`src/rtl/vmac_pkg.sv`:
```
package vmac_pkg;
  localparam int ELEM_W  = 16;
  localparam int GUARD_W = 8;
  localparam int N_LANES = 2;

  typedef enum logic {
    MODE_DUAL = 1'b0,
    MODE_VEC  = 1'b1
  } vmac_mode_e;
endpackage

```
`src/rtl/vmac_mul.sv`:
```
module vmac_mul #(
  parameter int EW = 16
) (
  input  logic [EW-1:0]          a,
  input  logic [EW-1:0]          b,
  output logic signed [2*EW-1:0] p
);
  always_comb p = $signed(a) * $signed(b);
endmodule

```
`src/rtl/vmac_acc.sv`:
```
module vmac_acc #(
  parameter int PW = 32,
  parameter int GW = 8
) (
  input  logic                 clk,
  input  logic                 rst_n,
  input  logic                 clr,
  input  logic                 upd,
  input  logic                 guard,
  input  logic signed [PW:0]   addend,
  output logic [PW+GW-1:0]     acc_o,
  output logic                 ovf_o
);
  localparam int AW = PW + GW;
  localparam int SW = AW + 2;

  logic signed [AW-1:0] acc_q;
  logic                 ovf_q;
  logic signed [AW-1:0] base;
  logic signed [SW-1:0] base_x, add_x, sum;
  logic [AW-1:0]        nxt;
  logic                 fit_wide, fit_narrow, ovf_now;

  always_comb begin
    if (clr)        base = '0;
    else if (guard) base = acc_q;
    else            base = {{GW{acc_q[PW-1]}}, acc_q[PW-1:0]};
    base_x = base;
    add_x  = addend;
    sum    = base_x + add_x;
    fit_wide   = (sum[SW-1:AW-1] == '0) || (sum[SW-1:AW-1] == '1);
    fit_narrow = (sum[SW-1:PW-1] == '0) || (sum[SW-1:PW-1] == '1);
    nxt     = guard ? sum[AW-1:0] : {{GW{sum[PW-1]}}, sum[PW-1:0]};
    ovf_now = guard ? !fit_wide : !fit_narrow;
  end

  always_ff @(posedge clk or negedge rst_n) begin
    if (!rst_n) begin
      acc_q <= '0;
      ovf_q <= 1'b0;
    end else if (upd) begin
      acc_q <= nxt;
      ovf_q <= (clr ? 1'b0 : ovf_q) | ovf_now;
    end else if (clr) begin
      acc_q <= '0;
      ovf_q <= 1'b0;
    end
  end

  assign acc_o = acc_q;
  assign ovf_o = ovf_q;
endmodule

```
`src/rtl/vmac_unit.sv`:
```
module vmac_unit #(
  parameter int EW = vmac_pkg::ELEM_W,
  parameter int GW = vmac_pkg::GUARD_W
) (
  input  logic                 clk,
  input  logic                 rst_n,
  input  logic                 in_valid,
  output logic                 in_ready,
  input  logic                 in_mode,
  input  logic                 in_clear,
  input  logic [2*EW-1:0]      in_samples,
  input  logic [2*EW-1:0]      in_weights,
  input  logic                 guard_en,
  output logic [2*EW+GW-1:0]   acc0,
  output logic [2*EW+GW-1:0]   acc1,
  output logic                 ovf,
  output logic                 res_valid
);
  import vmac_pkg::*;

  localparam int PW = 2 * EW;
  localparam int AW = PW + GW;
  localparam int NL = N_LANES;

  logic                 rdy_q, rv_q, accept, dual;
  logic signed [PW-1:0] prod [NL];
  logic signed [PW:0]   addend [NL];
  logic [NL-1:0]        upd, ovf_l;
  logic [AW-1:0]        acc_l [NL];

  assign accept = in_valid & rdy_q;
  assign dual   = (vmac_mode_e'(in_mode) == MODE_DUAL);

  genvar l;
  generate
    for (l = 0; l < NL; l++) begin : g_lane
      vmac_mul #(.EW(EW)) u_mul (
        .a (in_samples[l*EW +: EW]),
        .b (in_weights[l*EW +: EW]),
        .p (prod[l])
      );
    end
  endgenerate

  always_comb begin
    addend[0] = dual ? (PW+1)'(prod[0]) + (PW+1)'(prod[1]) : (PW+1)'(prod[0]);
    addend[1] = (PW+1)'(prod[1]);
    upd[0]    = accept;
    upd[1]    = accept & ~dual;
  end

  generate
    for (l = 0; l < NL; l++) begin : g_acc
      vmac_acc #(.PW(PW), .GW(GW)) u_acc (
        .clk    (clk),
        .rst_n  (rst_n),
        .clr    (in_clear),
        .upd    (upd[l]),
        .guard  (guard_en),
        .addend (addend[l]),
        .acc_o  (acc_l[l]),
        .ovf_o  (ovf_l[l])
      );
    end
  endgenerate

  always_ff @(posedge clk or negedge rst_n) begin
    if (!rst_n) begin
      rdy_q <= 1'b0;
      rv_q  <= 1'b0;
    end else begin
      rdy_q <= 1'b1;
      rv_q  <= accept;
    end
  end

  assign in_ready  = rdy_q;
  assign res_valid = rv_q;
  assign acc0      = acc_l[0];
  assign acc1      = acc_l[1];
  assign ovf       = |ovf_l;
endmodule

```
`config.mk`:
```
export PLATFORM = sky130hd
export DESIGN_NAME = vmac_unit
export DESIGN_NICKNAME = d
export VERILOG_FILES = /design/src/rtl/vmac_pkg.sv /design/src/rtl/vmac_mul.sv /design/src/rtl/vmac_acc.sv /design/src/rtl/vmac_unit.sv
export SDC_FILE = /design/constraint.sdc
export NUM_CORES = 2
export LEC_CHECK = 0
export CELL_PAD_IN_SITES_DETAIL_PLACEMENT = 1
export CELL_PAD_IN_SITES_GLOBAL_PLACEMENT = 2
export CORE_MARGIN = 2
export CORE_UTILIZATION = 38
export CTS_CLUSTER_DIAMETER = 120
export DETAILED_ROUTE_END_ITERATION = 7
export DONT_BUFFER_PORTS = 1
export PLACE_DENSITY_LB_ADDON = 0.08
export SETUP_SLACK_MARGIN = 0.1
export SLEW_MARGIN = 20
export SYNTH_ARGS = -nofsm -noshare
export SYNTH_HDL_FRONTEND = slang
export SYNTH_SLANG_ARGS = --single-unit
```
`constraint.sdc`:
```
create_clock -name clk -period 4.68 [get_ports clk]
set_clock_uncertainty 0.1 [all_clocks]
set_input_delay 0.468 -clock clk [delete_from_list [all_inputs] [get_ports clk]]
set_output_delay 0.468 -clock clk [all_outputs]
set_load 0.02 [all_outputs]
```
==> metrics.csv <==
stage,metric,value,unit
clock_tree,htreeDepth,3,
detailed_routing,first_pass_iters,5,
outcome,failed_checks,negative setup slack,
layout,design_area,0.03976,mm²
worst_setup_path,crit_top_cell,fa_1,
placement,numPortBuffers,0,
logic_synthesis,synth.largest_area_cell,fa_1,
logic_synthesis,ys_seq_elements,84,
global_route,grt-ovfl-total,0,
detailed_routing,wire_per_inst,20.30,µm
global_route,antenna_found_initial,0,
sta,rsz0062_at_grt,true,
logic_synthesis,ys.warnings.count,0,
floorplan,die_w,282.6,µm
placement,gp_congestion,0.9087,
logic_synthesis,yosys.area.top_type_share,35.76,%
worst_setup_path,cp_max_fo,16,
sta,max_slew_margin,53.43,%
sta,max_freq,93.81,MHz
global_route,grt_max_degree,85,
detailed_routing,route.antenna.remaining_nets,0,
floorplan,floorplan.initialDensity,38.21,%
floorplan,core_area,0.07721,mm²
logic_synthesis,seq_area_frac_synth,7.125,%
logic_synthesis,yosys.area_share.adder,47.32,%
clock_tree,cts-root-buf,clkbuf_16,
logic_synthesis,synth_top_family_by_area,adder cells,
detailed_routing,drc,0,
placement,dp_hpwl,86410,µm
worst_setup_path,critPathArrivalTime,10.81,ns
sta,setup_viol,70,
floorplan,io_pins,153,
global_route,track_usage,26.89,%
clock_tree,cts_made_buffers,9,
layout,nNetsFinal,4987,
floorplan,fp-row-count,102,
sta,fin_ws,-5.980,ns
min_path,hp-class,primary input to flop,
job,maxCapViolations,0,
layout,fill_cells,8968,
logic_synthesis,yosysUniqueCellTypes,92,
logic_synthesis,syn_area,0.02950,mm²
logic_synthesis,synthTopCellsByArea,"fa_1 (36%), ha_1 (11%), inv_1 (8.1%)",
floorplan,dieHeight,282.6,µm
sta,worst_pin_slew,0.6986,ns
layout,stdcell_count,5165,
worst_setup_path,reg2reg_depth,22,
layout,drive_gt1_share,30.81,%
worst_setup_path,cp_slowest_cell,fa_1,
layout,antenna_cells,0,
detailed_routing,drt-vias-per-instance,5.108,
placement,placedInstanceArea,0.03640,mm²
outcome,status,finished with violations,
placement,dp_slack,-6.795,ns
worst_setup_path,start_kind,primary input,
worst_setup_path,crit_path_max_incr_delay,0.55,ns
worst_setup_path,worst-path-buf-inv,7,
worst_setup_path,crit_type,primary input to flop,
global_route,grt_pass1_vias,30254,
min_path,whs_path_depth,1,
logic_synthesis,synthXorXnorAreaFrac,4.928,%
logic_synthesis,synth_compound_area_share,12.80,%
layout,area_growth,34.77,%
global_route,grt_pass1_wl,168000,µm
worst_setup_path,end_kind,flop,
clock_tree,cts_tree,done,
logic_synthesis,synth_ff_type,dfrtp_1,
sta,tns,-212.41,ns
logic_synthesis,synthArstFlopShare,100.0,%
sta,slew_violations,0,
worst_setup_path,path_delay_family,adder cells,
detailed_routing,drtIter0Drc,885,
sta,period_share,227.8,%
clock_tree,clk-insertion-delay-late,0.38,ns
logic_synthesis,synth-simple-area-share,17.75,%
detailed_routing,vias,26381,
logic_synthesis,avgSynthCellArea,8.581,µm²
logic_synthesis,synth_edf_count,0,
detailed_routing,wl,104900,µm
sta,finalHoldViolations,0,
placement,placed_cells,5069,
logic_synthesis,syn_inst,3438,
clock_tree,clkTransAtPathRegs,0.07,ns
logic_synthesis,synthesis.nets,4305,
worst_setup_path,path_depth,48,
floorplan,dieArea,0.07988,mm²
sta,fin_crit,10.66,ns
clock_tree,cts_num_sinks,84,
worst_setup_path,required,4.83,ns
clock_tree,clk_path_buf_depth,2,
logic_synthesis,synth_mux_area_share,0.5174,%
[registers in the layout, summed over array words and instances (netlist names)]
signal and flops:
g_acc.u_acc.acc_o 80, res_valid 1, in_ready 1, g_acc.u_acc.ovf_o 2
[per-stage QoR]
step                      utilization, %  hold slack, ns
after floorplan                        -         0.07241
after global placement             47.15         0.07532
after detailed placement           47.15         0.07529
after CTS                          50.26         0.06989
after global routing               51.49         0.09668
final                              51.49          0.1012
[logic make-up after synthesis]
| family | Yosys count |
|---|---|
| buf+inv | 746 |
| xor+xnor | 166 |
| simple gates | 1054 |
| fa+ha+maj | 800 |
| other cells | 1 |
| compound gates | 573 |
| flops | 84 |
| mux | 14 |
[worst paths after layout]
| check | startpoint | endpoint | slack, ns |
|---|---|---|---|
| min in group asynchronous | rst_n | g_acc[1].u_acc.acc_o[21] | 0.67 |
| max | in_samples[30] | g_acc[0].u_acc.ovf_o | -5.98 |
| min | guard_en | g_acc[1].u_acc.ovf_o | 0.10 |
| max in group asynchronous | rst_n | g_acc[0].u_acc.acc_o[9] | 3.46 |
| max reg2reg | g_acc[1].u_acc.acc_o[10] | g_acc[1].u_acc.ovf_o | -0.87 |
| min reg2reg | g_acc[1].u_acc.ovf_o | g_acc[1].u_acc.ovf_o | 0.39 |
[area by class of cell]
| type | count | area, µm² | share of cell area (%) |
|---|---|---|---|
| Clock inverter | 3 | 18.77 | 0.04721 |
| Tap cell | 1040 | 1301 | 3.273 |
| Inverter | 637 | 2401 | 6.039 |
| Multi-Input combinational cell | 2608 | 27520 | 69.21 |
| Clock buffer | 13 | 260.3 | 0.6546 |
| Timing Repair Buffer | 780 | 6157 | 15.49 |
| Sequential cell | 84 | 2102 | 5.287 |
[cell usage in the layout (no fill, tap or decap), drive strengths merged, types with 13 or more instances in the layout]
cell and n:
and2 260, and3 16, o21bai 22, o21a 22, nand2 421, xnor2 119
o21ai 132, nand2b 40, a31oi 15, xor2 47, nand3 33, dfrtp 84
a211oi 25, a21oi 164, ha 270, clkbuf 13, fa 527, nor3 27
inv 637, buf 779, or3 16, o31ai 19, a21o 67, nor2b 84
nor2 115
[Yosys cell counts, drive strengths merged, types with 5 or more instances]
library cell	n
or3	16
o211ai	10
and4	5
a2111oi	8
nand4	8
a221oi	6
a22o	8
xnor2	119
and2	260
a31o	8
o21ai	132
mux2	10
nand2	421
o21a	22
inv	636
nor3b	6
a41oi	5
xor2	47
o31a	6
or2	8
buf	12
o31ai	19
nand2b	40
fa	527
dfrtp	84
nor2b	84
a211oi	25
nor3	27
and3	16
a2111o	5
clkbuf	97
a211o	6
o21bai	22
a31oi	15
a21o	67
nand3	33
nor2	115
ha	270
a21oi	164
[layer usage]
layer  track usage (%)  share of wire, %  up-vias
met2             48.13                51      352
met3             2.073               2.6       78
met5                 0                 0        -
met1             36.07                45    13732
li1                  -                 -    12219
met4             4.138               1.3        0
[what timing repair did]
| item | CTS | global route |
|---|---|---|
| gates resized for setup | 326 | 149 |
| endpoints found under the setup margin | 71 | 71 |
| pin swaps | 185 | 133 |
| hold buffers | 2 | 0 |
| endpoints found under the hold margin | 84 | 0 |
| setup buffers | 60 | 31 |
Power is left out: the tool's default activity adds up to more than one toggle a clock period on the data nets, which glitch-free logic cannot reach.
